[config.mk]
export PLATFORM = sky130hd
export DESIGN_NAME = cfg_txn_ctrl
export DESIGN_NICKNAME = d
export VERILOG_FILES = /design/src/rtl/cfgt_pkg.sv /design/src/rtl/cfgt_timer.sv /design/src/rtl/cfgt_regs.sv /design/src/rtl/cfgt_rdmux.sv /design/src/rtl/cfg_txn_ctrl.sv
export SDC_FILE = /design/constraint.sdc
export NUM_CORES = 1
export LEC_CHECK = 0
export ABC_AREA = 1
export BUFFER_PORTS_ARGS = -buffer_cell sky130_fd_sc_hd__buf_2
export CORE_ASPECT_RATIO = 0.8
export CORE_MARGIN = 2
export CORE_UTILIZATION = 47
export DETAILED_ROUTE_END_ITERATION = 12
export HOLD_SLACK_MARGIN = 0.03
export MAX_ROUTING_LAYER = met4
export PLACE_DENSITY = 0.83
export SLEW_MARGIN = 20
export SYNTH_ARGS = -nofsm -noshare
export SYNTH_HDL_FRONTEND = slang
export SYNTH_SLANG_ARGS = --single-unit
export TNS_END_PERCENT = 30
[constraint.sdc]
create_clock -name clk -period 1.86 [get_ports clk]
set_input_delay 0.372 -clock clk [delete_from_list [all_inputs] [get_ports clk]]
set_output_delay 0.372 -clock clk [all_outputs]
set_load 0.05 [all_outputs]
[src/rtl/cfgt_pkg.sv]
package cfgt_pkg;
  localparam logic [11:0] OFF_DATA = 12'h0A0;
  localparam logic [11:0] OFF_CMD  = 12'h0A4;
  localparam logic [11:0] OFF_STAT = 12'h0A8;

  typedef struct packed {
    logic       go;
    logic       wr;
    logic [3:0] ctl;
    logic [5:0] fn;
    logic [1:0] rsv;
    logic [1:0] site;
    logic [3:0] pos;
    logic [11:0] dev;
  } cmd_t;

  function automatic cmd_t cmd_clean(input logic [31:0] w);
    cmd_t c;
    c = cmd_t'(w);
    c.rsv = 2'b00;
    return c;
  endfunction

  function automatic logic [1:0] stat_merge(input logic [1:0] cur,
                                            input logic ok, input logic bad);
    return cur | {bad, ok};
  endfunction
endpackage

[src/rtl/cfgt_timer.sv]
module cfgt_timer #(
  parameter int LIMIT = 64
) (
  input  logic clk,
  input  logic rst_n,
  input  logic launch,
  input  logic busy,
  input  logic resp_any,
  output logic expire
);
  localparam int CW = $clog2(LIMIT + 1);
  logic [CW-1:0] cnt_q;

  assign expire = busy && !resp_any && (cnt_q == CW'(LIMIT - 1));

  always_ff @(posedge clk) begin
    if (!rst_n)                 cnt_q <= '0;
    else if (launch)            cnt_q <= '0;
    else if (busy && !resp_any) cnt_q <= cnt_q + 1'b1;
  end
endmodule

[src/rtl/cfgt_regs.sv]
module cfgt_regs
  import cfgt_pkg::*;
(
  input  logic        clk,
  input  logic        rst_n,
  input  logic        wr_data,
  input  logic        wr_cmd,
  input  logic        wr_stat,
  input  logic [31:0] wdata,
  input  logic        launch,
  input  logic        resp_ok,
  input  logic        resp_bad,
  input  logic        tmo,
  input  logic [31:0] rdata_in,
  output logic [31:0] data_q,
  output cmd_t        cmd_q,
  output logic [1:0]  stat_q,
  output logic        req_q
);
  logic       busy;
  logic       finish;
  logic [1:0] stat_base;

  assign busy      = cmd_q.go;
  assign finish    = resp_ok || resp_bad || tmo;
  assign stat_base = wr_stat ? wdata[1:0] : stat_q;

  always_ff @(posedge clk) begin
    if (!rst_n) begin
      data_q <= '0;
      cmd_q  <= '0;
      stat_q <= '0;
      req_q  <= 1'b0;
    end else begin
      req_q  <= launch;
      stat_q <= stat_merge(stat_base, resp_ok, resp_bad || tmo);
      if (finish)              cmd_q.go <= 1'b0;
      else if (wr_cmd && !busy) cmd_q   <= cmd_clean(wdata);
      if (resp_ok && !cmd_q.wr)  data_q <= rdata_in;
      else if (wr_data && !busy) data_q <= wdata;
    end
  end
endmodule

[src/rtl/cfgt_rdmux.sv]
module cfgt_rdmux
  import cfgt_pkg::*;
#(
  parameter int ADDR_W = 12
) (
  input  logic [ADDR_W-1:0] addr,
  input  logic [31:0]       data_q,
  input  cmd_t              cmd_q,
  input  logic [1:0]        stat_q,
  output logic [31:0]       rdata
);
  always_comb begin
    rdata = '0;
    if (addr == ADDR_W'(OFF_DATA))      rdata = data_q;
    else if (addr == ADDR_W'(OFF_CMD))  rdata = cmd_q;
    else if (addr == ADDR_W'(OFF_STAT)) rdata = {30'd0, stat_q};
  end
endmodule

[src/rtl/cfg_txn_ctrl.sv]
module cfg_txn_ctrl
  import cfgt_pkg::*;
#(
  parameter int ADDR_W      = 12,
  parameter int TIMEOUT_CYC = 64
) (
  input  logic              clk,
  input  logic              rst_n,
  input  logic [ADDR_W-1:0] bus_addr,
  input  logic              bus_wr,
  input  logic [31:0]       bus_wdata,
  output logic [31:0]       bus_rdata,
  output logic              dn_req,
  output logic              dn_write,
  output logic [3:0]        dn_ctl,
  output logic [5:0]        dn_func,
  output logic [1:0]        dn_site,
  output logic [3:0]        dn_pos,
  output logic [11:0]       dn_dev,
  output logic [31:0]       dn_wdata,
  input  logic              dn_done,
  input  logic              dn_err,
  input  logic [31:0]       dn_rdata
);
  cmd_t        cmd_q;
  logic [31:0] data_q;
  logic [1:0]  stat_q;
  logic        busy, launch, resp_ok, resp_bad, tmo, finish;
  logic        wr_data_hit, wr_cmd_hit, wr_stat_hit;

  assign wr_data_hit = bus_wr && (bus_addr == ADDR_W'(OFF_DATA));
  assign wr_cmd_hit  = bus_wr && (bus_addr == ADDR_W'(OFF_CMD));
  assign wr_stat_hit = bus_wr && (bus_addr == ADDR_W'(OFF_STAT));

  assign busy     = cmd_q.go;
  assign launch   = wr_cmd_hit && !busy && bus_wdata[31];
  assign resp_ok  = busy && dn_done;
  assign resp_bad = busy && dn_err;
  assign finish   = resp_ok || resp_bad || tmo;

  cfgt_timer #(.LIMIT(TIMEOUT_CYC)) u_timer (
    .clk(clk), .rst_n(rst_n), .launch(launch), .busy(busy),
    .resp_any(resp_ok || resp_bad), .expire(tmo)
  );

  cfgt_regs u_regs (
    .clk(clk), .rst_n(rst_n), .wr_data(wr_data_hit), .wr_cmd(wr_cmd_hit),
    .wr_stat(wr_stat_hit), .wdata(bus_wdata), .launch(launch),
    .resp_ok(resp_ok), .resp_bad(resp_bad), .tmo(tmo), .rdata_in(dn_rdata),
    .data_q(data_q), .cmd_q(cmd_q), .stat_q(stat_q), .req_q(dn_req)
  );

  cfgt_rdmux #(.ADDR_W(ADDR_W)) u_rdmux (
    .addr(bus_addr), .data_q(data_q), .cmd_q(cmd_q), .stat_q(stat_q),
    .rdata(bus_rdata)
  );

  assign dn_write = cmd_q.wr;
  assign dn_ctl   = cmd_q.ctl;
  assign dn_func  = cmd_q.fn;
  assign dn_site  = cmd_q.site;
  assign dn_pos   = cmd_q.pos;
  assign dn_dev   = cmd_q.dev;
  assign dn_wdata = data_q;
endmodule

==> flow_summary.yaml <==
worst_setup_path:
  path_max_fanout: 7
  cp_slowest_cell: "sky130_fd_sc_hd__nor3_4"
  crit_chain: "buf_6 -> inv_4 -> nand2_4 -> nor3_4 -> nand2_8 -> buf_16 -> o22ai_4 -> buf_6"
  worst_path_largest_cell_delay_ps: 290
  top_cell_by_count_worst_path: "sky130_fd_sc_hd__buf_6"
  cp_data_required_time_ps: 1490
  endpoint_kind: "output port"
  worstPathBufferInverterCount: 4
  timing.setup.critical_path_class: "input pin to output port"
  nature_of_the_critical_path_startpoint: "input pin"
  worst_path_dominant_cell_family: "buffers and inverters"
  critical_path_arrival_ps: 1560
floorplanning:
  die_area_sq_um: 8970
  rows: 29
  die_w_microns: 105
  start_util_pct: 48.7
  die_height_microns: 85.1
  top_level_ports: 175
  core_sq_um: 7950
sta:
  transition_at_the_pin_with_the_smallest_max_transition_slack_ps: 381
  finalMaxSlewViolations: 0
  final.min_clock_period_ps: 1940
  finalCritPeriodShare_pct: 104
  fin_ws_ps: -75.3
  grt_setup_unrepaired: "yes"
  report.final.setup_viol: 29
  achievable-frequency_mhz: 517
  slew_headroom_pct: 74.6
  report.final.hold_viol_count: 0
  skew_ps: 11.7
detailed_routing:
  wl_per_cell_microns: 13.3
  antenna_left: 0
  drtIter0Drc: 228
  drc_errors: 0
  detailroute.via_count: 4616
  avgViaCountPerCell: 5.02
  drt-total-wl_mm: 12.2
  dr.pass1.iters: 5
pwr:
  cellInternalPower_w: 0.00261
  share_comb_of_total_power_pct: 7.1
  p_clk_share_pct: 46.5
  p_sw_share_pct: 21.3
  power.density_cell_area_nw_per_um2: 544
  p_seq_share_pct: 46.4
  power_switching_w: 0.000706
  power_leakage_nw: 3.22
  worst_ir_drop_vdd_mv: 0.401
  power_w: 0.00332
yosys:
  fraction_of_synthesized_cell_area_taken_by_the_top_area_cell_type_pct: 37.3
  synth.top_cells.by_count: "sky130_fd_sc_hd__nand2_1, sky130_fd_sc_hd__inv_1, sky130_fd_sc_hd__nor2_1, sky130_fd_sc_hd__dfxtp_1, sky130_fd_sc_hd__nand3_1"
  count_of_flip_flops_with_a_built_in_enable_after_synthesis: 0
  synth.avg_cell_area_sq_um: 6.14
  share_of_flip_flops_with_an_asynchronous_set_or_reset_pct: 0
  yosysTopAreaCell: "sky130_fd_sc_hd__dfxtp_1"
  sequential_element_share_of_the_synthesized_area_pct: 37.3
  number_of_nets_in_the_synthesized_netlist: 712
  ys.flop_type: "sky130_fd_sc_hd__dfxtp_1"
  yosysUniqueCellTypes: 25
  mappedNetlistArea_sq_um: 3870
  synth-seq-cells: 72
  yosysWarningCount: 0
  syn-instance-count: 630
  synthTopCellsByArea: "sky130_fd_sc_hd__dfxtp_1, sky130_fd_sc_hd__nand2_1, sky130_fd_sc_hd__inv_1, sky130_fd_sc_hd__nor2_1, sky130_fd_sc_hd__nand3_1"
  yosysMostFrequentCell: "sky130_fd_sc_hd__nand2_1"
placement:
  hpwlAfterDp_mm: 8.78
  globalplace.congestion: 0.929
  dp_slack_ps: -184
  placed_cell_area_sq_um: 5480
  io_buffers: 174
global_routing:
  grt_pass1_wl_mm: 19.7
  gr-usage-all-layers_pct: 27.5
  grt_antenna_before_repair: 0
  maximum_number_of_pins_on_one_net_before_global_route_repair: 53
  grt_pass1_vias: 4308
  global_route.overflow_total: 0
finish:
  num_antenna_cells: 0
  nNetsFinal: 888
  stdcell_area_sq_um: 6110
  final_layout_size_suffix_gt1_share_pct: 33.5
  post-route-util_pct: 76.8
  area.growth.synth_to_final_pct: 57.9
  final.fill_count: 587
outcome:
  violations: "setup timing"
  outcome: "complete, but fails checks"
hold_path:
  hp-class: "input pin to register"
clock_network:
  clock_pin_transition_on_the_worst_setup_and_hold_timing_paths_ps: 70
  cts_tree: "done"
  cts_buffers: 9
  cts.htree.levels: 3
  cts_hold_buffers: 0
  clk_buf_depth: 2
  cts_num_sinks: 72
  clk_latency_ps: 340
  cts_root_buffer: "sky130_fd_sc_hd__clkbuf_8"
run:
  maxcap_viol_count: 0
[layout make-up]
cell class | instances | area, sq um | share of cell area [%]
inverters | 107 | 407 | 6.66
repair buffers | 204 | 1510 | 24.8
clock inverters | 5 | 103 | 1.68
multi-input cells | 412 | 2360 | 38.6
well taps | 108 | 135 | 2.21
clock buffers | 11 | 151 | 2.48
flip-flops and latches | 72 | 1440 | 23.6
[cell usage in the layout, fill, tap and decap left out, drive strengths merged]
master / count
nand4: 7
clkinv: 1
a21boi: 1
or2: 1
clkbuf: 12
nor2: 107
o22ai: 28
o21ai: 33
xnor2: 3
ha: 1
buf: 203
clkinvlp: 1
bufinv: 3
inv: 107
nand2: 144
nand3: 42
nand3b: 1
o2111ai: 2
dfxtp: 72
a21oi: 39
nor3: 3
[power groups by stage]
stage | Combinational, W | Clock (W) | Sequential (W)
after global placement | 0.000204 | 0 | 0.00158
after floorplan | 0.0000757 | 0 | 0.00158
after CTS | 0.000222 | 0.00158 | 0.00154
after global routing | 0.000260 | 0.00164 | 0.00154
final | 0.000235 | 0.00154 | 0.00154
after detailed placement | 0.000208 | 0 | 0.00158
[repair_timing]
action | CTS | global route
endpoints found under the setup margin | 32 | 32
pin swaps | 3 | 6
cloned | 1 | 1
endpoints found under the hold margin | 0 | 0
resized for setup | 76 | 15
buffers inserted | 3 | 1
[registers in the layout, indices dropped and copies added, names as in the netlist]
register / flops
u_regs.req_q: 1
u_timer.cnt_q: 7
u_regs.stat_q: 2
u_regs.cmd_q: 29
u_regs.data_q: 32
u_regs.busy: 1
[worst min-delay path, stage by stage]
cell and delay, ps:
sky130_fd_sc_hd__buf_2 90, sky130_fd_sc_hd__nor2_1 40, sky130_fd_sc_hd__nor2_1 80
[per-layer routing]
layer  track usage, %  routed length [microns]
met5                -                        0
met4             6.91                      178
met3             4.45                      689
met2             47.1                     6270
met1             34.0                     5110
[worst paths after layout]
path              cells past startpoint  slack, ps                            end                           from
setup / recovery                      8        -80                  bus_rdata[13]                    bus_addr[1]
hold / removal                        3        270  u_regs.cmd_q[27]$_SDFFE_PN0P_                  bus_wdata[27]
hold reg to reg                       2        500  u_timer.cnt_q[1]$_SDFFE_PP0P_  u_timer.cnt_q[1]$_SDFFE_PP0P_
setup reg to reg                      6        280  u_timer.cnt_q[3]$_SDFFE_PP0P_       u_regs.busy$_SDFFE_PP0P_
[cells by family after synthesis]
family                   Yosys count  share of synthesized area [%]
XOR/XNOR                           3                          0.680
buffers and inverters            146                           14.9
adder cells (fa/ha/maj)            1                          0.324
AO/OA/AOI/OAI                    103                           14.5
flip-flops                        72                           37.3
AND/OR/NAND/NOR                  305                           32.3
[stage by stage]
stage	hold WS [ps]	cells	setup TNS [ps]
final	274	919	-1050
after global routing	264	919	-2560
after CTS	261	918	-937
after detailed placement	486	898	-4830
after global placement	470	898	-4220
after floorplan	454	630	-51.1
(Power assumes the default switching activity.)
